<file path="src/rtl/trig_chain_pkg.sv">
package trig_chain_pkg;
  localparam int CMP_W = 64;

  typedef struct packed {
    logic             enable;
    logic [1:0]       match_type;
    logic             select;
    logic             timing;
    logic             action;
    logic             chain;
    logic [CMP_W-1:0] cmp_value;
  } trig_cfg_t;
endpackage

</file>
<file path="src/rtl/trig_cfg_bank.sv">
module trig_cfg_bank
  import trig_chain_pkg::*;
#(
  parameter int NUM_TRIG = 10,
  parameter int ADDR_W   = 4
) (
  input  logic              clk_i,
  input  logic              rst_n_i,
  input  logic              wr_valid_i,
  input  logic [ADDR_W-1:0] wr_addr_i,
  input  trig_cfg_t         wr_data_i,
  output trig_cfg_t         cfg_o [NUM_TRIG]
);
  trig_cfg_t cfg_q [NUM_TRIG];
  trig_cfg_t cfg_d [NUM_TRIG];
  logic [NUM_TRIG-1:0] wr_sel;

  for (genvar g = 0; g < NUM_TRIG; g++) begin : g_entry
    always_comb begin
      wr_sel[g] = wr_valid_i && (wr_addr_i == ADDR_W'(g));
      cfg_d[g]  = wr_data_i;
    end

    always_ff @(posedge clk_i or negedge rst_n_i) begin
      if (!rst_n_i) begin
        cfg_q[g] <= '0;
      end else if (wr_sel[g]) begin
        cfg_q[g] <= cfg_d[g];
      end
    end

    assign cfg_o[g] = cfg_q[g];

    // a write to an address beyond the last trigger leaves this entry alone
    assert_bad_addr_R3: assert property (@(posedge clk_i) disable iff (!rst_n_i)
      (wr_valid_i && ({1'b0, wr_addr_i} >= (ADDR_W+1)'(NUM_TRIG))) |=> $stable(cfg_q[g]));
  end
endmodule

</file>
<file path="src/rtl/trig_pair_resolver.sv">
module trig_pair_resolver #(
  parameter bit CHAIN_OK = 1'b1
) (
  input  logic clk_i,
  input  logic rst_n_i,
  input  logic en_lo_i,
  input  logic en_hi_i,
  input  logic tim_lo_i,
  input  logic tim_hi_i,
  input  logic chain_lo_i,
  input  logic hit_lo_i,
  input  logic hit_hi_i,
  output logic fire_lo_o,
  output logic fire_hi_o
);
  localparam logic ALLOW = CHAIN_OK;

  logic solo_lo, solo_hi, chain_on, same_tim, pair_match;

  always_comb begin
    solo_lo    = en_lo_i && hit_lo_i;
    solo_hi    = en_hi_i && hit_hi_i;
    chain_on   = ALLOW && chain_lo_i;
    same_tim   = (tim_lo_i == tim_hi_i);
    pair_match = solo_lo && solo_hi && same_tim;
    fire_lo_o  = chain_on ? pair_match : solo_lo;
    fire_hi_o  = chain_on ? pair_match : solo_hi;
  end

  // members of a chained pair always agree
  assert_pair_agree_R5: assert property (@(posedge clk_i) disable iff (!rst_n_i)
    (chain_on) |-> (fire_lo_o == fire_hi_o));

  // mismatched timing in a chained pair silences both
  assert_timing_mismatch_R6: assert property (@(posedge clk_i) disable iff (!rst_n_i)
    (chain_on && (tim_lo_i != tim_hi_i)) |-> (!fire_lo_o && !fire_hi_o));
endmodule

</file>
<file path="src/rtl/trig_chain_resolver.sv">
module trig_chain_resolver
  import trig_chain_pkg::*;
#(
  parameter int          NUM_PAIRS   = 5,
  parameter logic [4:0]  CHAIN_ALLOW = 5'b11101,
  localparam int         NUM_TRIG    = 2 * NUM_PAIRS,
  localparam int         ADDR_W      = $clog2(NUM_TRIG + 1)
) (
  input  logic                      clk_i,
  input  logic                      rst_n_i,
  input  logic                      cfg_wr_valid_i,
  input  logic [ADDR_W-1:0]         cfg_wr_addr_i,
  input  logic                      cfg_wr_enable_i,
  input  logic [1:0]                cfg_wr_match_type_i,
  input  logic                      cfg_wr_select_i,
  input  logic                      cfg_wr_timing_i,
  input  logic                      cfg_wr_action_i,
  input  logic                      cfg_wr_chain_i,
  input  logic [CMP_W-1:0]          cfg_wr_cmp_value_i,
  input  logic [NUM_TRIG-1:0]       hit_vec_i,
  input  logic                      clear_i,
  output logic [NUM_TRIG-1:0]       cfg_enable_o,
  output logic [2*NUM_TRIG-1:0]     cfg_match_type_o,
  output logic [NUM_TRIG-1:0]       cfg_select_o,
  output logic [NUM_TRIG-1:0]       cfg_timing_o,
  output logic [NUM_TRIG-1:0]       cfg_action_o,
  output logic [NUM_TRIG-1:0]       cfg_chain_o,
  output logic [CMP_W*NUM_TRIG-1:0] cfg_cmp_value_o,
  output logic [NUM_TRIG-1:0]       fire_vec_o,
  output logic                      fire_now_o,
  output logic                      fire_next_o,
  output logic                      hit_any_o
);
  // reset: asserted asynchronously, released on a clock edge
  logic rst_meta_q, rst_n;
  always_ff @(posedge clk_i or negedge rst_n_i) begin
    if (!rst_n_i) begin
      rst_meta_q <= 1'b0;
      rst_n      <= 1'b0;
    end else begin
      rst_meta_q <= 1'b1;
      rst_n      <= rst_meta_q;
    end
  end

  trig_cfg_t wr_data;
  trig_cfg_t cfg [NUM_TRIG];

  always_comb begin
    wr_data.enable     = cfg_wr_enable_i;
    wr_data.match_type = cfg_wr_match_type_i;
    wr_data.select     = cfg_wr_select_i;
    wr_data.timing     = cfg_wr_timing_i;
    wr_data.action     = cfg_wr_action_i;
    wr_data.chain      = cfg_wr_chain_i;
    wr_data.cmp_value  = cfg_wr_cmp_value_i;
  end

  trig_cfg_bank #(.NUM_TRIG(NUM_TRIG), .ADDR_W(ADDR_W)) u_bank (
    .clk_i      (clk_i),
    .rst_n_i    (rst_n),
    .wr_valid_i (cfg_wr_valid_i),
    .wr_addr_i  (cfg_wr_addr_i),
    .wr_data_i  (wr_data),
    .cfg_o      (cfg)
  );

  for (genvar t = 0; t < NUM_TRIG; t++) begin : g_flat
    assign cfg_enable_o[t]                   = cfg[t].enable;
    assign cfg_match_type_o[2*t +: 2]        = cfg[t].match_type;
    assign cfg_select_o[t]                   = cfg[t].select;
    assign cfg_timing_o[t]                   = cfg[t].timing;
    assign cfg_action_o[t]                   = cfg[t].action;
    assign cfg_chain_o[t]                    = cfg[t].chain;
    assign cfg_cmp_value_o[CMP_W*t +: CMP_W] = cfg[t].cmp_value;
  end

  logic [NUM_TRIG-1:0] fire_d;

  for (genvar p = 0; p < NUM_PAIRS; p++) begin : g_pair
    trig_pair_resolver #(.CHAIN_OK(CHAIN_ALLOW[p])) u_pair (
      .clk_i      (clk_i),
      .rst_n_i    (rst_n),
      .en_lo_i    (cfg[2*p].enable),
      .en_hi_i    (cfg[2*p+1].enable),
      .tim_lo_i   (cfg[2*p].timing),
      .tim_hi_i   (cfg[2*p+1].timing),
      .chain_lo_i (cfg[2*p].chain),
      .hit_lo_i   (hit_vec_i[2*p]),
      .hit_hi_i   (hit_vec_i[2*p+1]),
      .fire_lo_o  (fire_d[2*p]),
      .fire_hi_o  (fire_d[2*p+1])
    );
  end

  // next-state of the output stage
  logic [NUM_TRIG-1:0] fire_n;
  logic now_n, next_n, any_n;

  always_comb begin
    if (clear_i) begin
      fire_n = '0;
      now_n  = 1'b0;
      next_n = 1'b0;
      any_n  = 1'b0;
    end else begin
      fire_n = fire_d;
      now_n  = |(fire_d & ~cfg_timing_o);
      next_n = |(fire_d & cfg_timing_o);
      any_n  = |fire_d;
    end
  end

  always_ff @(posedge clk_i or negedge rst_n) begin
    if (!rst_n) begin
      fire_vec_o  <= '0;
      fire_now_o  <= 1'b0;
      fire_next_o <= 1'b0;
      hit_any_o   <= 1'b0;
    end else begin
      fire_vec_o  <= fire_n;
      fire_now_o  <= now_n;
      fire_next_o <= next_n;
      hit_any_o   <= any_n;
    end
  end

  // summary flag tracks the fire vector
  assert_summary_any_R8: assert property (@(posedge clk_i) disable iff (!rst_n)
    hit_any_o == (|fire_vec_o));

  // every fired trigger traps either now or next
  assert_summary_split_R8: assert property (@(posedge clk_i) disable iff (!rst_n)
    (fire_now_o || fire_next_o) == hit_any_o);

  // no trigger fires without a hit one cycle earlier
  assert_hit_needed_R9: assert property (@(posedge clk_i) disable iff (!rst_n)
    (fire_vec_o & ~$past(hit_vec_i)) == '0);

  // clear empties every fire output on the next cycle
  assert_clear_R10: assert property (@(posedge clk_i) disable iff (!rst_n)
    clear_i |=> (fire_vec_o == '0 && !fire_now_o && !fire_next_o && !hit_any_o));
endmodule

</file>
<file path="config.mk">
export PLATFORM = sky130hd
export DESIGN_NAME = trig_chain_resolver
export DESIGN_NICKNAME = d
export VERILOG_FILES = /design/src/rtl/trig_chain_pkg.sv /design/src/rtl/trig_cfg_bank.sv /design/src/rtl/trig_pair_resolver.sv /design/src/rtl/trig_chain_resolver.sv
export SDC_FILE = /design/constraint.sdc
export NUM_CORES = 1
export LEC_CHECK = 0
export BUFFER_PORTS_ARGS = -buffer_cell sky130_fd_sc_hd__buf_2
export CAP_MARGIN = 20
export CORE_AREA = 2 2 315 317
export CTS_BUF_LIST = sky130_fd_sc_hd__clkbuf_4 sky130_fd_sc_hd__clkbuf_8 sky130_fd_sc_hd__clkbuf_16
export CTS_CLUSTER_DIAMETER = 40
export CTS_CLUSTER_SIZE = 30
export DETAILED_ROUTE_END_ITERATION = 6
export DIE_AREA = 0 0 317 319
export PLACE_DENSITY = 0.61
export SLEW_MARGIN = 10
export SYNTH_ARGS = -nofsm -noshare
export SYNTH_HDL_FRONTEND = slang
export SYNTH_SLANG_ARGS = --single-unit
</file>
<file path="constraint.sdc">
create_clock -name clk_i -period 28.3 [get_ports clk_i]
set_clock_uncertainty 0.05 [all_clocks]
set_input_delay 1.415 -clock clk_i [delete_from_list [all_inputs] [get_ports clk_i]]
set_output_delay 1.415 -clock clk_i [all_outputs]
set_load 0.01 [all_outputs]
</file>
**After elaboration in Yosys (flattened, before gate mapping)**

Cells that the tools add are included.
W data, S select, Z words.

- Logic and storage cells: 136
- Bits of input ports: 89
- Flip-flop bits (word level): 725
- Output and inout port bits: 723

- Muxes and demuxes: 12
- Bitwise gates (word level): 3
- Reduce and logical (&&, ||, !) cells: 32
- Equality and inequality tests: 13

Operators by type and width:

| kind | number |
|---|---|
| $reduce_or A10 Y1 | 3 |
| $logic_and A1 B1 Y1 | 28 |
| $and A10 B10 Y10 | 2 |
| $eq A4 B3 Y1 const B | 4 |
| $mux W1 | 11 |
| $mux W10 | 1 |
| $not A10 Y10 | 1 |
| $eq A4 B2 Y1 const B | 2 |
| $eq A4 B4 Y1 const B | 2 |
| $eq A1 B1 Y1 | 4 |
| $eq A4 B1 Y1 const B | 1 |
| $logic_not A4 Y1 | 1 |

**Logic depth before layout (Yosys ltp)**

Gate-level depths: netlist of the first run.

- Depth in word-level cells: 7
- Mapped depth: 5
- Mapped depth without buffers: 4

**By module**

Synthesis of the first run repeated with hierarchy kept, for this count alone.

- Cells, all modules: 1660
- Area total of the unflattened synthesis: 27625.2 µm²

By module, submodules not included:

| module | instances | cells each | area each (µm²) |
|---|---|---|---|
| trig_cfg_bank | 1 | 1583 | 26854.5 |
| trig_chain_resolver | 1 | 51 | 618.1 |
| trig_pair_resolver (g_pair[0].u_pair ...) | 4 | 6 | 35.0 |
| trig_pair_resolver (g_pair[1].u_pair) | 1 | 2 | 12.5 |

**Least setup slack after synthesis of the first run**

Ideal clock, no wire load.

- Kind: input to register
- Start point: input port cfg_wr_addr_i[2]
- End point: register u_bank.cfg_q, in the netlist u_bank.cfg_o[100]
- Cell stages on the path: 5
- Library setup time: 0.125 ns
- Buffers on the path: 2
- Setup slack: 25.654 ns
- Arrival time: 2.471 ns
- Cell sequence: nand3b_1 > or3_1 > buf_4 > buf_6 > mux2_4

- Cells in the longest elaborated chain, start to end: 2

RTL lines:

| item | RTL line | source |
|---|---|---|
| start: declaration | trig_chain_resolver.sv:12 | `input logic [ADDR_W-1:0] cfg_wr_addr_i,` |
| $eq A4 B4 Y1 | trig_cfg_bank.sv:20 | `wr_sel[g] = wr_valid_i && (wr_addr_i == ADDR_W'(g));` |
| $logic_and A1 B1 Y1 | trig_cfg_bank.sv:20 |  |
| end signal: indexed assignment | trig_cfg_bank.sv:28 | `cfg_q[g] <= cfg_d[g];` |
| end: declaration | trig_cfg_bank.sv:14 | `trig_cfg_t cfg_q [NUM_TRIG];` |

Every way passes these cells.
A chain may end at the register's enable or synchronous reset.

==> impl_metrics.yaml, run 1 <==
drt:
  wl_per_cell_um: 23.4
  drtIter0Drc: 879
  final_antenna_net_count: 0
  vias_per_cell: 4.55
  route.vias.total: 17500
  drc: 0
  drt_wl_total_mm: 89.8
  drt_pass1_iterations: 5
worst_hold_path:
  hold_start: "rst_meta_q"
  holdCritPathClass: "reg -> reg"
floorplan:
  die_w_um: 317
  num_io_pins: 812
  start_util_pct: 28.6
  die_area_mm2: 0.101
  core_mm2: 0.0977
  die_h_um: 319
  rows: 115
power:
  power.switching_w: 0.00103
  p_per_area_mw_per_mm2: 95.6
  ir_drop_mv: 0.0614
  seq_power_share_pct: 40.1
  p_sw_share_pct: 29.5
  pwr-share-clk_pct: 38.6
  intPower_w: 0.00247
  leakagePower_nw: 18.0
  comb_power_share_pct: 21.3
timing:
  fin_tns_setup_ns: 0
  fmax_mhz: 290
  layout_min_cycle_time_ns: 3.45
  rsz0062_at_grt: "no"
  hold_violations: 0
  slew_violations: 0
  fin_crit_sh_pct: 12.2
  slew_headroom_pct: 29.7
  setup_ws_ns: 24.85
  worst_pin_slew_ns: 1.05
  setup_viol: 0
logic_synthesis:
  synthTopCellsByArea: "dfrtp_1 (65%), mux2_2 (25%), mux2_4 (4.8%)"
  ys_ff_latch: 725
  seq_area_frac_synth_pct: 64.8
  synthFlopType: "dfrtp_1"
  synth_edf_count: 0
  synth_top_area_share_pct: 64.8
  syn_area_mm2: 0.0280
  synth_most_common_cell: "dfrtp_1"
  yosys.cell_types.count: 39
  synthTopCellsByCount: "dfrtp_1 (725), mux2_2 (613), mux2_4 (90)"
  yosysWarnings: 0
  async_reset_ff_share_pct: 100
  synth_fp_nets: 1788
  syn_inst: 1699
  synth_top_area_cell: "dfrtp_1"
  syn-mean-instance-area_um2: 16.5
setup_path:
  required_ns: 29.06
  crit_type: "reg -> async"
  cp_cell_sequence: "buf_12 > buf_4 > buf_4 > buf_16"
  r2r-start: "rst_n"
  path_max_fanout: 179
  crit_path_frequent_cell: "buf_4"
  crit_start: "rst_n"
  cp_slowest_cell: "dfrtp_4"
  crit_path_max_incr_delay_ns: 0.94
  start_kind: "flip-flop"
  critPathArrivalTime_ns: 4.21
  end_kind: "asynchronous set/reset pin"
global_routing:
  grtUsageTotal_pct: 17.4
  antenna_found_initial: 10
  grt_pass1_vias: 17900
  grt_pass1_wl_mm: 129
  grt_max_degree: 180
  gr-total-overflow: 0
outcome:
  status: "completed"
placement:
  place.gp.congestion: 0.809
  io_buffers: 811
  hpwl_mm: 62.0
  place_ws_ns: 24.30
layout:
  syn2layout_area_growth_pct: 31.1
  regArea_mm2: 0.0181
  layout-drive-gt1-share_pct: 68.2
  multi_input_area_mm2: 0.00894
  nFillCells: 9431
  final_nets: 2554
clock_tree:
  cts_tree: "done"
  post_cts_buffers: 0
  cts_made_buffers: 103
  cts.sink_count: 725
  clk_pin_slew_ns: 0.06
  clockBufferDepth: 3
  clockRootBuffer: "clkbuf_16"
  h-tree-depth: 3
  hold_buffers: 0
  clock_latency_ns: 0.66
  post_cts_resized: 0
job:
  maxCapViolCount: 0
## registers in the layout, summed over array words and instances (netlist names)
| register | flops |
|---|---|
| u_bank.cfg_o | 710 |
| fire_vec_o | 10 |
| fire_next_o | 1 |
| fire_now_o | 1 |
| hit_any_o | 1 |
| rst_meta_q | 1 |
| rst_n | 1 |
## path summary, 6_finish.rpt
check / depth (start not counted) / slack, ns / end
max: 4 / 24.85 / u_bank.cfg_o[441]
min: 0 / 0.30 / rst_n
max reg2reg: 4 / 24.85 / u_bank.cfg_o[441]
min reg2reg: 0 / 0.30 / rst_n
max in group clk_i: 5 / 25.02 / u_bank.cfg_o[196]
min in group asynchronous: 0 / 0.37 / u_bank.cfg_o[547]
## cell type report
| type | count | area share (%) |
|---|---|---|
| sequential | 725 | 49.5 |
| timing repair buffer | 834 | 11.7 |
| multi-input combinational | 801 | 24.4 |
| clock inverter | 68 | 2.41 |
| tap | 1287 | 4.39 |
| antenna | 2 | 0.0136 |
| clock buffer | 124 | 7.69 |
## power groups by stage
stage | clock [W] | combinational (W) | sequential, W
global placement | 0 | 0.000751 | 0.00141
floorplan | 0 | 0.000269 | 0.00154
global route | 0.00143 | 0.000796 | 0.00144
CTS | 0.00138 | 0.000761 | 0.00140
detailed placement | 0 | 0.000760 | 0.00142
finish | 0.00135 | 0.000748 | 0.00141
## worst max-delay path, delay by kind of cell, from the launching register on
family	cells	cell delay (ns)
buf+inv	4	2.31
flops	1	0.94
## per-stage QoR
stage	std cells	utilization, %	hold slack [ns]	instance area (um^2)	power, W
6_report	3841	37.5	0.299	36700	0.00351
4_1_cts	3838	37.5	0.303	36700	0.00355
3_3_place_gp	3646	33.7	0.286	32900	0.00216
3_5_place_dp	3646	33.7	0.290	32900	0.00218
2_1_floorplan	1699	-	0.281	28000	0.00181
5_1_grt	3839	37.5	0.314	36700	0.00366
## logic make-up (layout without fill, tap and decap cells)
group	Yosys count	after routing	synth area share [%]
compound gates	30	30	0.715
simple gates	54	54	1.03
flops	725	725	64.8
other cells	1	3	0.0134
fa+ha+maj	2	2	0.0715
xor+xnor	4	4	0.125
buf+inv	173	1026	3.44
mux	710	710	29.8
## per-layer routing
| metal | wire (um) | track usage, % |
|---|---|---|
| met2 | 45100 | 29.5 |
| met1 | 36100 | 21.2 |
| met3 | 5960 | 4.27 |
| met5 | 0 | 0 |
| met4 | 2650 | 6.13 |
## cells in the final DEF (no fill, tap or decap), types with 8 or more instances in the layout
cell and n:
clkinv_4 14, clkbuf_4 11, buf_2 811, clkbuf_8 8
mux2_4 90, dfrtp_1 724, inv_6 13, nand3_1 13
buf_4 20, clkinv_2 9, mux2_2 613, clkbuf_16 105
bufinv_16 12, nand2_1 13
(Power assumes the default switching activity.)
==> inputs of run 2 (changes only) <==
Settings changed: CORE_AREA 2 2 315 317 to 2 2 313 315, DIE_AREA 0 0 317 319 to 0 0 315 317, PLACE_DENSITY 0.61 to 0.64.
Clock period 28.3 ns to 3.1 ns, I/O delays scaled along.
==> run 2 against run 1 <==
Compared with the run above: routed wire length about the same; hold slack worse by 0.25 ns; sequential power grew to 9.1 times the previous value; final cell count is 2.2% higher; sequential cell count unchanged; register-to-register slack lost 24 ns; critical path depth is 1 higher; cell area is 2.6% higher; die area decreased by 1.3%; first-iteration DRC count shrank 2.4%; via count grew 2.4%; largest cell class unchanged; highest routed layer unchanged.
==> impl_metrics.yaml, run 2 (synthesis results as in run 1) <==
floorplan:
  rows: 114
  num_io_pins: 812
  core_mm2: 0.0963
  die_w_um: 315
  die_area_mm2: 0.0999
  start_util_pct: 29.1
  die_h_um: 317
clock_tree:
  post_cts_resized: 0
  clock_latency_ns: 0.65
  cts.sink_count: 725
  h-tree-depth: 3
  clk_pin_slew_ns: 0.06
  cts_made_buffers: 98
  clockBufferDepth: 3
  cts_tree: "done"
  clockRootBuffer: "clkbuf_16"
setup_path:
  required_ns: 3.63
  end_kind: "flip-flop"
  r2r_end: "fire_vec_o[7]"
  r2r_cells: 5
  reg2reg_slack_ns: 0.98
  r2r-start: "u_bank.cfg_o[283]"
  crit_type: "reg -> reg"
  start_kind: "flip-flop"
  path_max_fanout: 5
  critPathArrivalTime_ns: 2.64
timing:
  worst_pin_slew_ns: 0.850
  slew_violations: 0
  layout_min_cycle_time_ns: 2.12
  setup_viol: 0
  hold_violations: 0
  rsz0062_at_grt: "no"
  slew_headroom_pct: 43.3
  fmax_mhz: 473
  fin_crit_sh_pct: 68.3
  hold_ws_ns: 0.0528
global_routing:
  grt_pass1_vias: 18400
  antenna_found_initial: 2
  grt_max_degree: 120
  grt_pass1_wl_mm: 128
  grtUsageTotal_pct: 17.4
  gr-total-overflow: 0
power:
  comb_power_share_pct: 22.0
  seq_power_share_pct: 40.7
  p_sw_share_pct: 29.8
  pwr-share-clk_pct: 37.3
  p_per_area_mw_per_mm2: 837
  power.switching_w: 0.00938
  ir_drop_mv: 0.540
  leakagePower_nw: 18.5
  intPower_w: 0.0221
layout:
  final_cell_area_mm2: 0.0376
  final_nets: 2655
  layout-drive-gt1-share_pct: 66.0
  final_cell_mix: "buf_2 (811), dfrtp_1 (724), mux2_2 (613)"
  final_common_cell: "buf_2"
  syn2layout_area_growth_pct: 34.5
  largest_register_ffs: 710
  nFillCells: 9033
placement:
  placed_area_mm2: 0.0332
  io_buffers: 811
  hpwl_mm: 62.6
  place.gp.congestion: 0.787
worst_hold_path:
  hold_start: "cfg_wr_cmp_value_i[4]"
  min_path_cells: 2
  worstHoldEndpoint: "u_bank.cfg_o[643]"
  holdCritPathClass: "in -> reg"
job:
  maxCapViolCount: 0
drt:
  drtIter0Drc: 858
  route.vias.total: 17900
  wl_per_cell_um: 22.8
  drc: 0
  vias_per_cell: 4.55
  final_antenna_net_count: 0
  drt_wl_total_mm: 89.7
  drt_pass1_iterations: 4
outcome:
  status: "completed"
[run 2: cell types whose count changed in the layout (fill, tap and decap cells not counted), sizes merged]
| cell | change |
|---|---|
| clkinv | +1 |
| diode | -1 |
| bufinv | -3 |
| clkbuf | -9 |
| dlygate4sd3 | +91 |
| buf | +15 |
| clkinvlp | +3 |
[run 2: timing repair]
item,4_1_cts,5_1_grt
hold buffers,91,0
buffers inserted,0,0
endpoints found under the hold margin,695,0
[run 2: worst max-delay path: stages, from the launching register on]
cell and delay, ns:
dfrtp_1 0.42, nand4_1 0.10, dlygate4sd3_1 0.56, o22ai_1 0.22, dlygate4sd3_1 0.58, nor2b_1 0.12
[run 2: layout make-up]
class,instances,area [um^2],share of cell area (%)
diodes,1,2.50,0.00665
flip-flops and latches,725,18100,48.2
repair buffers,940,5440,14.5
well taps,1276,1600,4.24
multi-input cells,801,8940,23.8
clock buffers,115,2670,7.10
clock inverters,69,830,2.20
[run 2: metrics by stage]
step	setup TNS [ns]	total power, W	util [%]	worst slack (ns)	instances
after floorplan	-2855.57	0.0165	-	-3.95	1699
after global placement	0	0.0198	34.5	0.934	3651
after detailed placement	0	0.0199	34.5	0.926	3651
after CTS	0	0.0319	39.1	0.953	3926
final	0	0.0315	39.1	0.984	3927
after global routing	0	0.0329	39.1	0.876	3926
[run 2: layer usage]
layer	wire, um	vias up	GRT usage, %
met2	43800	645	29.1
li1	-	7694	-
met3	5900	170	4.79
met5	0	-	0
met1	36400	9372	21.2
met4	3570	0	7.19
[run 2: power groups by stage]
stage | registers, W | logic, W | clock network, W
2_1_floorplan | 0.0140 | 0.00246 | 0
3_3_place_gp | 0.0129 | 0.00687 | 0
3_5_place_dp | 0.0129 | 0.00695 | 0
4_1_cts | 0.0128 | 0.00706 | 0.0120
5_1_grt | 0.0131 | 0.00740 | 0.0124
6_report | 0.0128 | 0.00694 | 0.0117
[run 2: how the worst max path moves through the flow]
stage | from | end | slack (ns)
floorplan | rst_n | fire_next_o | -3.95
global placement | cfg_wr_valid_i | u_bank.cfg_o[435] | 0.93
detailed placement | cfg_wr_valid_i | u_bank.cfg_o[435] | 0.93
CTS | u_bank.cfg_o[283] | fire_vec_o[7] | 0.95
global route | u_bank.cfg_o[283] | fire_vec_o[7] | 0.88
finish | u_bank.cfg_o[283] | fire_vec_o[7] | 0.98
==> inputs of run 3 (changes only) <==
Clock period 3.1 ns to 1.9 ns, I/O delays scaled along.
==> run 3 against run 2 <==
Compared with the run above: clock power up 56%; first-iteration DRC count down 0.58%; via count increased by 0.16%; non-clock buffer count grew 26; routed wire length is 0.62% higher; worst setup slack worse by 0.88 ns; cell area up 0.67%; global-route usage up 0.27 points; core utilization is 0.26 points higher; critical endpoint is now fire_vec_o[8]; largest cell class unchanged; largest power group unchanged.
==> impl_metrics.yaml, run 3 (synthesis results as in run 1) <==
drt:
  drtIter0Drc: 853
  drc: 0
  vias_per_cell: 4.54
  drt_wl_total_mm: 90.3
  route.vias.total: 17900
  wl_per_cell_um: 22.9
  drt_pass1_iterations: 4
  final_antenna_net_count: 0
clock_tree:
  cts.sink_count: 725
  post_cts_buffers: 0
  clockRootBuffer: "clkbuf_16"
  cts_made_buffers: 95
  clk_pin_slew_ns: 0.06
  clockBufferDepth: 3
  h-tree-depth: 3
  clock_latency_ns: 0.67
  cts_tree: "done"
layout:
  final_cell_mix: "buf_2 (811), dfrtp_1 (724), mux2_2 (613)"
  largest_register_ffs: 710
  final_nets: 2678
  syn2layout_area_growth_pct: 35.3
  final_common_cell: "buf_2"
  layout-drive-gt1-share_pct: 66.2
  antennaDiodeCount: 0
  nFillCells: 9006
  final_cell_area_mm2: 0.0379
worst_hold_path:
  worstHoldEndpoint: "u_bank.cfg_o[232]"
  holdCritPathClass: "in -> reg"
  hold_start: "cfg_wr_addr_i[0]"
  min_path_cells: 4
setup_path:
  r2r-start: "u_bank.cfg_o[137]"
  cp_cell_sequence: "xnor2_1 > nand3_1 > a211oi_1 > dlygate4sd3_1"
  path_max_fanout: 6
  crit_path_max_incr_delay_ns: 0.59
  cpLargestDelayFamily: "buffers and inverters"
  path_buf_inv: 1
  end_kind: "flip-flop"
  crit_start: "u_bank.cfg_o[137]"
  cp_slowest_cell: "dlygate4sd3_1"
  r2r_end: "fire_vec_o[8]"
  reg2reg_slack_ns: 0.10
  required_ns: 2.45
  start_kind: "flip-flop"
  crit_type: "reg -> reg"
  r2r_cells: 4
  critPathArrivalTime_ns: 2.35
outcome:
  status: "completed"
timing:
  fmax_mhz: 556
  fin_crit_sh_pct: 94.7
  layout_min_cycle_time_ns: 1.80
  slew_violations: 0
  rsz0062_at_grt: "no"
  hold_violations: 0
  setup_ws_ns: 0.100
  setup_viol: 0
floorplan:
  die_h_um: 317
  num_io_pins: 812
  rows: 114
  core_mm2: 0.0963
  start_util_pct: 29.1
  die_w_um: 315
  die_area_mm2: 0.0999
placement:
  placed_area_mm2: 0.0336
  place_ws_ns: 0.163
  io_buffers: 811
  hpwl_mm: 64.8
  place.gp.congestion: 0.782
global_routing:
  grt_max_degree: 79
  gr-total-overflow: 0
  grt_pass1_wl_mm: 131
  grtUsageTotal_pct: 17.6
  grt_pass1_vias: 18900
  antenna_found_initial: 7
power:
  p_per_area_mw_per_mm2: 1340
  ir_drop_mv: 0.800
  leakagePower_nw: 18.6
job:
  maxCapViolCount: 0
-- run 3: how the worst max path moves through the flow --
stage	slack [ns]	cells past startpoint	to
floorplan	-5.15	0	fire_next_o
global placement	0.18	6	u_bank.cfg_o[504]
detailed placement	0.16	5	u_bank.cfg_o[223]
CTS	0.14	4	fire_vec_o[9]
global route	0.005	4	fire_vec_o[9]
finish	0.10	4	fire_vec_o[8]
-- run 3: what timing repair did --
action                                 4_1_cts  5_1_grt
endpoints found under the hold margin      725        0
resized for setup                            0        0
hold buffers                                91        0
-- run 3: stage by stage --
stage	cells	TNS, ns	util (%)	hold slack [ns]	power, W
finish	3943	0	39.3	0.0980	0.0507
CTS	3943	0	39.3	0.0323	0.0513
global route	3943	0	39.3	0.0707	0.0530
global placement	3677	0	34.9	-0.166	0.0323
floorplan	1699	-3723.17	-	-0.251	0.0269
detailed placement	3677	0	34.9	-0.166	0.0326
-- run 3: worst register-to-register path: cells and delay by family (launching register included) --
family	cells	cell delay, ns
AOI/OAI and AO/OA	1	0.27
xor gates and xnor gates	1	0.29
and+or+nand+nor	1	0.11
buffers and inverters	1	0.59
DFF	1	0.46
-- run 3: report_power, final --
part | internal [W] | switching [W] | total [W]
Combinational | 0.00559 | 0.00586 | 0.0114
Clock | 0.0108 | 0.00752 | 0.0183
Sequential | 0.0190 | 0.00193 | 0.0209
Total | 0.0354 | 0.0153 | 0.0507
-- run 3: cell type report --
cell class                 instances  area [um^2]  area share, %
multi-input combinational        801         8940           23.6
sequential                       725        18100           47.9
clock inverter                    63          748           1.98
clock buffer                     112         2570           6.79
tap                             1276         1600           4.21
timing repair buffer             966         5880           15.5
-- run 3: metal layers --
metal	part of all wire [%]	up-vias	wire length [um]	GRT usage [%]
met5	0	-	0	0
met4	3.6	0	3260	7.21
met3	6.9	159	6190	4.56
met2	50	654	44800	29.7
met1	40	9346	36000	21.5
li1	-	7751	-	-
